[src/rtl/pwm_tbase_pkg.sv]
// Package: shared field positions, encodings and the decoded control record
// for the PWM time-base counter. Assumes a 16-bit control word.
package pwm_tbase_pkg;

    localparam int REG_W    = 16;   // width of the write data port
    localparam int DIV_W    = 3;    // width of each prescaler field
    localparam int MODE_LSB = 0;    // count mode field, 2 bits
    localparam int LOAD_BIT = 3;    // 1 = period writes act at once
    localparam int PSL_LSB  = 7;    // linear divider field (x2 per step)
    localparam int PSP_LSB  = 10;   // power-of-two divider field
    localparam int RUN_LSB  = 14;   // run-control field, 2 bits

    typedef enum logic [1:0] {
        CM_UP   = 2'b00,
        CM_DOWN = 2'b01,
        CM_UPDN = 2'b10,
        CM_FRZ  = 2'b11
    } cmode_e;

    typedef enum logic [1:0] {
        RC_HALT_NOW = 2'b00,
        RC_HALT_CYC = 2'b01,
        RC_FREE_A   = 2'b10,
        RC_FREE_B   = 2'b11
    } runctl_e;

    typedef struct packed {
        runctl_e            run;
        logic [DIV_W-1:0]   ps_pow;
        logic [DIV_W-1:0]   ps_lin;
        logic               imm;
        cmode_e             mode;
    } tb_cfg_t;

    localparam tb_cfg_t CFG_RST = '{run: RC_HALT_NOW, ps_pow: '0, ps_lin: '0,
                                    imm: 1'b0, mode: CM_FRZ};

endpackage

[src/rtl/pwm_tb_prescale.sv]
// Module: pwm_tb_prescale
// Generates a one-cycle tick enable every 2^ps_pow * (ps_lin ? 2*ps_lin : 1)
// system clocks. Assumes the divide fields may change at any time; a smaller
// divide takes effect by restarting on the next clock.
module pwm_tb_prescale
    import pwm_tbase_pkg::*;
#(
    parameter int PDIV_W = DIV_W
) (
    input  logic              clk,
    input  logic              rst_n,
    input  logic [PDIV_W-1:0] ps_pow,
    input  logic [PDIV_W-1:0] ps_lin,
    output logic              tick
);
    // Largest divide: 2^(2^PDIV_W-1) * 2*(2^PDIV_W-1)
    localparam int POW_MAX = (2 ** PDIV_W) - 1;
    localparam int LIN_MAX = 2 * ((2 ** PDIV_W) - 1);
    localparam int PRE_W   = POW_MAX + $clog2(LIN_MAX + 1);

    logic [PRE_W-1:0] lin_fac;
    logic [PRE_W-1:0] div_n;
    logic [PRE_W-1:0] div_m1;
    logic [PRE_W-1:0] pre_q;

    // Purpose: form the total divide from the two coded fields
    always_comb begin
        lin_fac = (ps_lin == '0) ? PRE_W'(1) : PRE_W'({ps_lin, 1'b0});
        div_n   = lin_fac << ps_pow;
        div_m1  = div_n - PRE_W'(1);
        tick    = (pre_q >= div_m1);
    end

    // Purpose: count system clocks between ticks
    always_ff @(posedge clk) begin
        if (!rst_n) begin
            pre_q <= '0;
        end else if (tick) begin
            pre_q <= '0;
        end else begin
            pre_q <= pre_q + PRE_W'(1);
        end
    end

    AST_PRE_STEP: assert property (@(posedge clk) disable iff (!rst_n)
        (!tick) |=> (pre_q == $past(pre_q) + PRE_W'(1))) else $error("prescale step");

    AST_DIV1_EVERY: assert property (@(posedge clk) disable iff (!rst_n)
        (tick && ps_pow == '0 && ps_lin == '0) |=>
        (tick || ps_pow != '0 || ps_lin != '0)) else $error("divide-by-1 gap");

endmodule

[src/rtl/pwm_tb_regs.sv]
// Module: pwm_tb_regs
// Holds the decoded control word and the active/shadow period pair.
// Assumes CNT_W <= 16. An immediate-mode period write wins over a
// same-cycle shadow transfer; a shadow write in the cycle of a zero
// transfer reaches the active register at the following zero.
module pwm_tb_regs
    import pwm_tbase_pkg::*;
#(
    parameter int CNT_W = 16
) (
    input  logic             clk,
    input  logic             rst_n,
    input  logic             wr_en,
    input  logic             wr_sel,
    input  logic [REG_W-1:0] wr_data,
    input  logic             zero_evt,
    output tb_cfg_t          cfg,
    output logic [CNT_W-1:0] prd_eff
);
    tb_cfg_t          cfg_q;
    logic [CNT_W-1:0] prd_act;
    logic [CNT_W-1:0] prd_shd;
    logic             xfer;
    logic             wr_ctl;
    logic             wr_prd;
    logic             unused_bits;

    assign unused_bits = ^{wr_data[13], wr_data[6:4], wr_data[2]};

    // Purpose: decode write targets and the shadow transfer condition
    always_comb begin
        wr_ctl  = wr_en && !wr_sel;
        wr_prd  = wr_en && wr_sel;
        xfer    = zero_evt && !cfg_q.imm;
        prd_eff = xfer ? prd_shd : prd_act;
        cfg     = cfg_q;
    end

    // Purpose: capture the control fields on a control write
    always_ff @(posedge clk) begin
        if (!rst_n) begin
            cfg_q <= CFG_RST;
        end else if (wr_ctl) begin
            cfg_q.run    <= runctl_e'(wr_data[RUN_LSB +: 2]);
            cfg_q.ps_pow <= wr_data[PSP_LSB +: DIV_W];
            cfg_q.ps_lin <= wr_data[PSL_LSB +: DIV_W];
            cfg_q.imm    <= wr_data[LOAD_BIT];
            cfg_q.mode   <= cmode_e'(wr_data[MODE_LSB +: 2]);
        end
    end

    // Purpose: maintain shadow and active period registers
    always_ff @(posedge clk) begin
        if (!rst_n) begin
            prd_shd <= '0;
            prd_act <= '0;
        end else begin
            if (wr_prd) begin
                prd_shd <= wr_data[CNT_W-1:0];
            end
            if (wr_prd && cfg_q.imm) begin
                prd_act <= wr_data[CNT_W-1:0];
            end else if (xfer) begin
                prd_act <= prd_shd;
            end
        end
    end

    AST_IMM_TAKES: assert property (@(posedge clk) disable iff (!rst_n)
        (wr_prd && cfg_q.imm) |=> (prd_act == $past(wr_data[CNT_W-1:0]))) else $error("imm load");

    AST_SHD_WAITS: assert property (@(posedge clk) disable iff (!rst_n)
        (!cfg_q.imm && !zero_evt) |=> $stable(prd_act)) else $error("shadow leak");

endmodule

[src/rtl/pwm_tb_counter.sv]
// Module: pwm_tb_counter
// The time-base counter proper: applies count mode, run/stop qualification
// and produces the zero and period strobes. Assumes tick is a one-cycle
// enable and prd_eff already reflects a same-tick shadow transfer.
module pwm_tb_counter
    import pwm_tbase_pkg::*;
#(
    parameter int CNT_W = 16
) (
    input  logic             clk,
    input  logic             rst_n,
    input  logic             tick,
    input  logic             halt,
    input  cmode_e           mode,
    input  runctl_e          run,
    input  logic [CNT_W-1:0] prd_eff,
    output logic [CNT_W-1:0] cnt,
    output logic             zero_evt,
    output logic             prd_evt,
    output logic             dir_down
);
    logic [CNT_W-1:0] cnt_q;
    logic [CNT_W-1:0] cnt_d;
    logic             dir_q;
    logic             dir_d;
    logic             hold;
    logic             adv;

    // Purpose: decide whether the halt request stops this tick
    always_comb begin
        unique case (run)
            RC_HALT_NOW: hold = halt;
            RC_HALT_CYC: hold = halt && (cnt_q == '0);
            default:     hold = 1'b0;
        endcase
        adv      = tick && (mode != CM_FRZ) && !hold;
        zero_evt = adv && (cnt_q == '0);
        prd_evt  = adv && (cnt_q == prd_eff);
        dir_down = (mode == CM_DOWN) || ((mode == CM_UPDN) && dir_q);
        cnt      = cnt_q;
    end

    // Purpose: next counter value and direction per count mode
    always_comb begin
        cnt_d = cnt_q;
        dir_d = (mode == CM_UPDN) ? dir_q : 1'b0;
        if (adv) begin
            unique case (mode)
                CM_UP: begin
                    cnt_d = (cnt_q >= prd_eff) ? '0 : cnt_q + CNT_W'(1);
                end
                CM_DOWN: begin
                    cnt_d = (cnt_q == '0) ? prd_eff : cnt_q - CNT_W'(1);
                end
                CM_UPDN: begin
                    if (!dir_q) begin
                        if (cnt_q >= prd_eff) begin
                            dir_d = 1'b1;
                            cnt_d = (cnt_q == '0) ? '0 : cnt_q - CNT_W'(1);
                        end else begin
                            cnt_d = cnt_q + CNT_W'(1);
                        end
                    end else if (cnt_q == '0) begin
                        dir_d = 1'b0;
                        cnt_d = (prd_eff == '0) ? '0 : CNT_W'(1);
                    end else begin
                        cnt_d = cnt_q - CNT_W'(1);
                    end
                end
                default: cnt_d = cnt_q;
            endcase
        end
    end

    // Purpose: state registers
    always_ff @(posedge clk) begin
        if (!rst_n) begin
            cnt_q <= '0;
            dir_q <= 1'b0;
        end else begin
            cnt_q <= cnt_d;
            dir_q <= dir_d;
        end
    end

    AST_UP_WRAP: assert property (@(posedge clk) disable iff (!rst_n)
        (prd_evt && mode == CM_UP) |=> (cnt_q == '0)) else $error("up wrap");

    AST_UPDN_TURN: assert property (@(posedge clk) disable iff (!rst_n)
        (prd_evt && mode == CM_UPDN && prd_eff != '0) |=> dir_q) else $error("updown turn");

    AST_FRZ_HOLD: assert property (@(posedge clk) disable iff (!rst_n)
        (mode == CM_FRZ) |=> $stable(cnt_q)) else $error("freeze moved");

    AST_STOP_NOW: assert property (@(posedge clk) disable iff (!rst_n)
        (halt && run == RC_HALT_NOW) |=> $stable(cnt_q)) else $error("stop-now moved");

    AST_STOP_CYC: assert property (@(posedge clk) disable iff (!rst_n)
        (halt && run == RC_HALT_CYC && cnt_q == '0) |=> (cnt_q == '0)) else $error("stop-cycle left zero");

    AST_ZERO_SINGLE: assert property (@(posedge clk) disable iff (!rst_n)
        (zero_evt && prd_eff != '0) |=> !zero_evt) else $error("zero strobe wide");

endmodule

[src/rtl/pwm_timebase.sv]
// Module: pwm_timebase (top)
// PWM time-base: register port, two-stage prescaler and mode counter.
// Assumes a single clock domain and a write port driven synchronously.
module pwm_timebase
    import pwm_tbase_pkg::*;
#(
    parameter int CNT_W = 16
) (
    input  logic             clk,
    input  logic             rst_n,
    input  logic             wr_en,
    input  logic             wr_sel,
    input  logic [15:0]      wr_data,
    input  logic             dbg_halt,
    output logic [CNT_W-1:0] cnt,
    output logic             zero_evt,
    output logic             prd_evt,
    output logic             dir_down
);
    tb_cfg_t          cfg;
    logic [CNT_W-1:0] prd_eff;
    logic             tick;

    pwm_tb_regs #(.CNT_W(CNT_W)) u_regs (
        .clk      (clk),
        .rst_n    (rst_n),
        .wr_en    (wr_en),
        .wr_sel   (wr_sel),
        .wr_data  (wr_data),
        .zero_evt (zero_evt),
        .cfg      (cfg),
        .prd_eff  (prd_eff)
    );

    pwm_tb_prescale #(.PDIV_W(DIV_W)) u_pre (
        .clk    (clk),
        .rst_n  (rst_n),
        .ps_pow (cfg.ps_pow),
        .ps_lin (cfg.ps_lin),
        .tick   (tick)
    );

    pwm_tb_counter #(.CNT_W(CNT_W)) u_cnt (
        .clk      (clk),
        .rst_n    (rst_n),
        .tick     (tick),
        .halt     (dbg_halt),
        .mode     (cfg.mode),
        .run      (cfg.run),
        .prd_eff  (prd_eff),
        .cnt      (cnt),
        .zero_evt (zero_evt),
        .prd_evt  (prd_evt),
        .dir_down (dir_down)
    );

    AST_RST_QUIET: assert property (@(posedge clk)
        (!rst_n) |=> (cnt == '0 && !dir_down)) else $error("reset state");

endmodule

[config.mk]
export PLATFORM = sky130hd
export DESIGN_NAME = pwm_timebase
export DESIGN_NICKNAME = d
export VERILOG_FILES = /design/src/rtl/pwm_tbase_pkg.sv /design/src/rtl/pwm_tb_prescale.sv /design/src/rtl/pwm_tb_regs.sv /design/src/rtl/pwm_tb_counter.sv /design/src/rtl/pwm_timebase.sv
export SDC_FILE = /design/constraint.sdc
export NUM_CORES = 1
export LEC_CHECK = 0
export BUFFER_PORTS_ARGS = -buffer_cell sky130_fd_sc_hd__clkbuf_2
export CAP_MARGIN = 15
export CELL_PAD_IN_SITES_DETAIL_PLACEMENT = 1
export CELL_PAD_IN_SITES_GLOBAL_PLACEMENT = 1
export CORE_MARGIN = 1
export CORE_UTILIZATION = 49
export DETAILED_ROUTE_END_ITERATION = 8
export PLACE_DENSITY_LB_ADDON = 0.3
export SLEW_MARGIN = 20
export SYNTH_ARGS = -nofsm -noshare
export SYNTH_HDL_FRONTEND = slang
export SYNTH_HIERARCHICAL = 1
export SYNTH_SLANG_ARGS = --single-unit
[constraint.sdc]
create_clock -name clk -period 12.4 [get_ports clk]
set_clock_uncertainty 0.15 [all_clocks]
set_input_delay 0 -clock clk [delete_from_list [all_inputs] [get_ports clk]]
set_output_delay 0 -clock clk [all_outputs]
set_load 0.005 [all_outputs]
; Word-level counts from Yosys, hierarchy flattened
; Index checks and enable logic that the tools add are counted.
; W data, S select, Z words.
[totals]
inputBits = 21
elab_cells = 63
reg_bits = 71
output_inout_bits = 19
[classes]
eq_ne = 5
n_reduce_logical = 22
n_bitwise = 1
mux = 18
n_addsub = 4
magnitude_cmp = 2
shift = 1
[op_table]
columns = operator, n
row1 = $mux W16, 8
row2 = $pmux W16 S3, 1
row3 = $logic_not A16 Y1, 2
row4 = $add A16 B1 Y16 const B, 1
row5 = $eq A16 B16 Y1, 1
row6 = $ge A16 B16 Y1, 1
row7 = $sub A16 B1 Y16 const B, 1
row8 = $add A11 B1 Y11 const B, 1
row9 = $ge A11 B11 Y1, 1
row10 = $shl A11 B3 Y11, 1
row11 = $sub A11 B1 Y11 const B, 1
row12 = $logic_and A1 B1 Y1, 10
row13 = $mux W1, 7
row14 = $eq A2 B1 Y1 const B, 2
row15 = $logic_not A2 Y1, 2
row16 = $mux W4, 1
row17 = $logic_not A1 Y1, 3
row18 = $logic_not A3 Y1, 1
row19 = $reduce_bool A3 Y1, 1
row20 = $eq A2 B2 Y1 const B, 1
row21 = $ne A2 B2 Y1 const B, 1
row22 = $pmux W1 S2, 1
row23 = $reduce_and A2 Y1, 1
row24 = $reduce_or A2 Y1, 1
row25 = other kinds (2), 2

; Logic depth before layout (Yosys ltp)
[depth]
word_depth = 15
depth_mapped = 31

; Hierarchy
; Netlist, hierarchy kept.
[by_module_without_submodules]
columns = mod, cells_per_inst, seq_area_each_um2, area_each_um2, n_inst
row1 = pwm_tb_counter, 357, 340.3, 2563.7, 1
row2 = pwm_tb_regs, 208, 860.8, 1783.0, 1
row3 = pwm_tb_prescale, 171, 220.2, 1273.7, 1

; Worst setup path after synthesis
; No wires, ideal clock.
[synth_path]
kind = register to register
start = register u_regs/cfg[4] (netlist name)
end = register u_cnt.cnt_q[9] (netlist: u_cnt/cnt[9])
slack_ps = 6690
n_path_buf = 6
stages_incl_launch_ff = 30
arrival_ps = 5438
path_cell_list = dfxtp_1 buf_6 clkbuf_1 o31ai_1 nand2_1 ha_1 o311ai_4 or3_1 a31oi_1 ha_1 o211ai_1 o21ai_0 o21bai_1 nand2b_1 nor3_1 nand2b_4 buf_12 buf_12 mux2i_1 inv_1 inv_1 ha_1 nand4_1 a2111o_1 nand4_1 clkbuf_1 buf_1 a211oi_1 o21a_1 o311a_1
[synth_via]
elab_chain_cells = 14
word_cells_on_any_way = 17
classes_between = add/sub: 1 / order compare: 2 / shift: 1 / mux: 7 / reduce/logical: 6
[synth_lines]
columns = item, line
row1 = $logic_not A3 Y1, pwm_tb_prescale.sv:28  ; lin_fac = (ps_lin == '0) ? PRE_W'(1) : PRE_W'({ps_lin, 1'b0});
row2 = $mux W4 *, pwm_tb_prescale.sv:28
row3 = $shl A11 B3 Y11 *, pwm_tb_prescale.sv:29  ; div_n = lin_fac << ps_pow;
row4 = $sub A11 B1 Y11 *, pwm_tb_prescale.sv:30  ; div_m1 = div_n - PRE_W'(1);
row5 = $ge A11 B11 Y1 *, pwm_tb_prescale.sv:31  ; tick = (pre_q >= div_m1);
row6 = named net tick, pwm_timebase.sv:22  ; logic tick;
row7 = $logic_and A1 B1 Y1 * (2 in series), pwm_tb_counter.sv:36  ; adv = tick && (mode != CM_FRZ) && !hold;
row8 = $logic_and A1 B1 Y1 *, pwm_tb_counter.sv:37  ; zero_evt = adv && (cnt_q == '0);
row9 = named net zero_evt, pwm_timebase.sv:16  ; output logic zero_evt,
row10 = $logic_and A1 B1 Y1 *, pwm_tb_regs.sv:34  ; xfer = zero_evt && !cfg_q.imm;
row11 = $mux W16 *, pwm_tb_regs.sv:35  ; prd_eff = xfer ? prd_shd : prd_act;
row12 = named net prd_eff[13], pwm_timebase.sv:21  ; logic [CNT_W-1:0] prd_eff;
row13 = $ge A16 B16 Y1 *, "pwm_tb_counter.sv:50, pwm_tb_counter.sv:57"
row14 = $mux W16, pwm_tb_counter.sv:57  ; if (cnt_q >= prd_eff) begin
row15 = $mux W16, pwm_tb_counter.sv:56  ; if (!dir_q) begin
row16 = $pmux W16 S3 *, pwm_tb_counter.sv:48  ; unique case (mode)
row17 = end signal: assignment, pwm_tb_counter.sv:81  ; cnt_q <= cnt_d;
row18 = end: declaration, pwm_tb_counter.sv:22  ; logic [CNT_W-1:0] cnt_q;
; The timed path passes the listed nets; every way through them passes the cells marked *.
; A chain may end at the register's enable or synchronous reset.

; Worst setup path after layout
[layout_path]
start = register u_regs/cfg[8] (netlist name)
end = register u_cnt.cnt_q[6] (netlist: u_cnt/cnt[6])
[layout_via]
elab_chain_cells = 12
word_cells_on_any_way = 15
classes_between = add/sub: 1 / order compare: 2 / shift: 1 / mux: 6 / reduce/logical: 5
[layout_lines]
columns = item, line
row1 = $shl A11 B3 Y11 *, pwm_tb_prescale.sv:29
row2 = $sub A11 B1 Y11 *, pwm_tb_prescale.sv:30
row3 = $ge A11 B11 Y1 *, pwm_tb_prescale.sv:31
row4 = named net tick, pwm_timebase.sv:22
row5 = $logic_and A1 B1 Y1 * (2 in series), pwm_tb_counter.sv:36
row6 = $logic_and A1 B1 Y1 *, pwm_tb_counter.sv:37
row7 = $logic_and A1 B1 Y1 *, pwm_tb_regs.sv:34
row8 = $mux W16 *, pwm_tb_regs.sv:35
row9 = named net prd_eff[13], pwm_timebase.sv:21
row10 = $ge A16 B16 Y1 *, "pwm_tb_counter.sv:50, pwm_tb_counter.sv:57"
row11 = $mux W16, pwm_tb_counter.sv:57
row12 = $mux W16, pwm_tb_counter.sv:56
row13 = $pmux W16 S3 *, pwm_tb_counter.sv:48
; Marked as above.

==> results summary <==
The flow ran to the end, and the final reports show no timing, DRC or antenna violations. The post-detailed-route count of antenna-violating nets came out at 0. The switching part of the total power is 0.320. The power per unit of standard cell area is 104 nW/µm². The worst setup path is launched from a flop. TritonCTS built the clock tree. The number of failing hold endpoints at the final stage came out at 0. The transition time of the tightest slew-check pin is 0.888 ns. The analysis attributes to net switching a power of 207 µW. The final cell count without fillers came out at 901. The detailed-routing iteration count for the pre-antenna-repair pass came out at 5. The via count of the first global-routing pass came out at 5755. The worst setup path is captured at a flop. The maximum net fanout on the critical path came out at 22. The initial antenna violation count came out at 0.

The area of the die is 11900 µm². The count of max-cap constraint violations is 0. The path class of the tightest hold or removal check is in -> reg. The cell sitting at the root of the clock tree is a clkbuf_16. 40 I/O pins were placed. In the synthesized netlist the dominant register cell turns out to be dfxtp_1. The layout net count came out at 813. Yosys printed 6 warnings.

Measured along the y axis, the die boundary spans 109 µm. The worst-case vdd ir drop is 0.0877 mV. The fraction of post-synthesis cell area in the top cell type by area is 0.253. After detailed routing, the total wire length is 19.1 mm. The share of total power dissipated in the clock network is 0.413. The number of nets handed over by synthesis was 792. The first-pass GRT wire length is 30.1 mm. The count of mapped cells out of synthesis came out at 736. The headroom to the max-slew limit came out at 0.408.

The floorplan row count came out at 38. The starting DRC count in detailed routing is 532. Hold timing on the final database bottoms out at a slack of 0.0476 ns. The area added between synthesis and finish is 10.5%. Counting both buffers and inverters, the worst setup path holds a total of 2.

The signal on the critical path passes through nor2_1 -> nand2_1 -> ha_1 -> o311ai_4 -> or3_1 -> a31oi_1 -> ha_1 -> o211ai_1 -> o21ai_0 -> o21bai_1 -> nand2b_1 -> nor3_1 -> nand2b_4 -> mux2i_1 -> inv_1 -> inv_1 -> ha_1 -> a21o_1 -> a21o_1 -> a21oi_1 -> and4_1 -> nand2_1 -> a211o_1 -> a32o_1. Leaving out fill and tap cells, the most frequent cell in the layout is nand2_1. The most common cell type on the critical path is ha_1. The clock-pin slew on the worst setup and hold paths came out at 0.06 ns.

Of the available clock period, the critical path in the final layout requires 0.525. The analysis attributes to cell leakage a power of 0.00259 µW. Of all cell types, the one taking the most synthesized area is dfxtp_1. Measured on the finished design, the core utilization comes to 0.563. The register bit count reported by yosys is 71.

The final max-slew violation count came out at 0. For this run, design rule violations remaining after detail routing come to 0. The fill cell instance count of the final layout came out at 1386. The async set-or-reset flop fraction in the synthesized netlist is 0. The distinct cell type count of the synthesized netlist is 78. Summed over all nets, the half-perimeter wirelength after detailed placement is 12.9 mm. Port buffering added 39 buffers. The insertion delay to the later sink of the worst-skew pair came out at 0.35 ns.

The initial core utilization came out at 0.510. The overall via count from detail_route came out at 5825. For this run, the total global-route usage over all layers was measured as 0.334. Setup repair after global routing left no endpoint under its margin.

The power share of the sequential group came out at 0.381. The share of final-layout standard cells stronger than drive strength 1 came out at 0.105. The maximum level of the CTS H-tree came out at 3. The highest-delay cell along the critical path is dfxtp_1. Ranked by total cell area, the synthesized netlist is headed by dfxtp_1, ha_1, nand2_1, o21ai_0, a21oi_1. Using the TritonRoute via totals, the vias-per-cell ratio works out to 6.47. The required time at the endpoint of the critical path came out at 12.49 ns. The number of antenna repair diodes is 0. The achievable frequency is 0.154 GHz. Counting flops with a built-in enable in the synthesized netlist gives 0. The internal portion of total power is 440 µW. The library cells used most frequently in the layout, excluding fill and tap cells, are nand2_1, dfxtp_1, inv_1, nor2_1, o21ai_0. Of the synthesized area, sequential elements account for 0.253.

At the worst endpoint, the arrival time is 6.60 ns. Routability-driven placement finished with a final weighted congestion of 0.928. For this design, the sink count on the clock tree is 71.

The number of setup buffers added after CTS is 0. The number of endpoints failing setup at the final stage is 0. The design draws 647 µW. The mean routed wirelength per cell came out at 21.2 µm. The largest net degree at the start of global routing came out at 59.

After synthesis the cells add up to 5620 µm². The number of buffers added by the clock tree synthesis step came out at 9. The power share of the combinational group came out at 0.206. In this run, placement finished with an instance count of 870. The kind of cell with the highest combined delay along the critical path is simple AND/OR/NAND/NOR gates. After synthesis, the mean cell area works out to 7.64 µm². The total overflow left after global routing is 0. The core region is 11000 µm². The chip width came out at 109 µm. The maximum clock path buffer count came out at 2. The classification of the worst setup path is reg -> reg. On the worst path, the slowest cell contributes a delay of 0.78 ns. The minimum period implied by the final worst setup slack is 6.51 ns. The final total negative setup slack came out at 0 ns.
[power groups by stage]
stage | sequential [µW] | combinational, µW | clock [µW]
floorplan | 246 | 95.9 | 0
global placement | 251 | 119 | 0
detailed placement | 252 | 124 | 0
CTS | 246 | 129 | 272
global route | 248 | 144 | 281
finish | 247 | 133 | 267
[flip-flops by register name, summed over array words and instances, names as in the netlist]
name / flops
u_regs/cfg: 11
u_regs/prd_shd: 16
u_cnt/dir_q: 1
u_pre/pre_q: 11
u_cnt/cnt: 16
u_regs/prd_act: 16
[logic make-up (layout without fill, tap and decap cells)]
kind of cell / Yosys count / after routing / synth area share
compound gates: 213 / 213 / 0.266
xor+xnor: 28 / 28 / 0.0436
simple gates: 264 / 264 / 0.232
mux: 22 / 22 / 0.0405
flops: 71 / 71 / 0.253
buf+inv: 103 / 128 / 0.0870
fa+ha+maj: 35 / 35 / 0.0779
[timing repair]
item,in CTS,in global routing
hold buffers,16,0
gates resized for setup,0,0
hold endpoints to repair,43,0
[final cells by class]
| class | count | area (µm²) | area share |
|---|---|---|---|
| Clock inverter | 6 | 70.1 | 0.0113 |
| Multi-Input combinational cell | 562 | 3730 | 0.600 |
| Clock buffer | 9 | 225 | 0.0363 |
| Tap cell | 140 | 175 | 0.0282 |
| Timing Repair Buffer | 60 | 393 | 0.0633 |
| Inverter | 53 | 199 | 0.0320 |
| Sequential cell | 71 | 1420 | 0.229 |
[per-layer routing]
metal  routed length [µm]  GRT usage  up-vias
met5                    0          0        -
met4                  751      0.168        0
met3                 1150     0.0622       61
met2                 9070      0.553      237
met1                 8130      0.412     2845
li1                     -          -     2682
[path summary, 6_finish.rpt]
kind | cells after the start | slack (ns) | end | start
worst max-delay path | 24 | 5.89 | u_cnt/cnt[6] | u_regs/cfg[8]
worst min-delay path | 3 | 0.05 | u_regs/cfg[1] | rst_n
worst max register to register | 24 | 5.89 | u_cnt/cnt[6] | u_regs/cfg[8]
worst min register to register | 2 | 0.32 | u_regs/prd_shd[15] | u_regs/prd_shd[15]
[worst min-delay path, stage by stage]
cell      delay (ns)
clkbuf_2        0.08
buf_4           0.29
nand3_1         0.13
[through the flow]
step	area (µm²)	setup WS, ns
finish	6210	5.89
floorplan	5620	6.69
global route	6210	5.40
detailed placement	5750	6.01
global placement	5740	6.31
CTS	6200	5.97
[synthesized netlist by cell type (all sizes together) (5+ instances only)]
master   n
nand2   98
dfxtp   71
inv     53
o21ai   49
nor2    48
a21oi   43
ha      35
clkbuf  28
a21boi  26
buf     22
nand3   22
mux2i   19
xor2    17
nand2b  15
nor3    15
a211oi  13
nor4    13
o211ai  13
or3     13
nand4   12
xnor2   11
nor2b    9
a31oi    6
a22oi    5
o22ai    5
o31ai    5
Power figures use the tool's default switching activity.
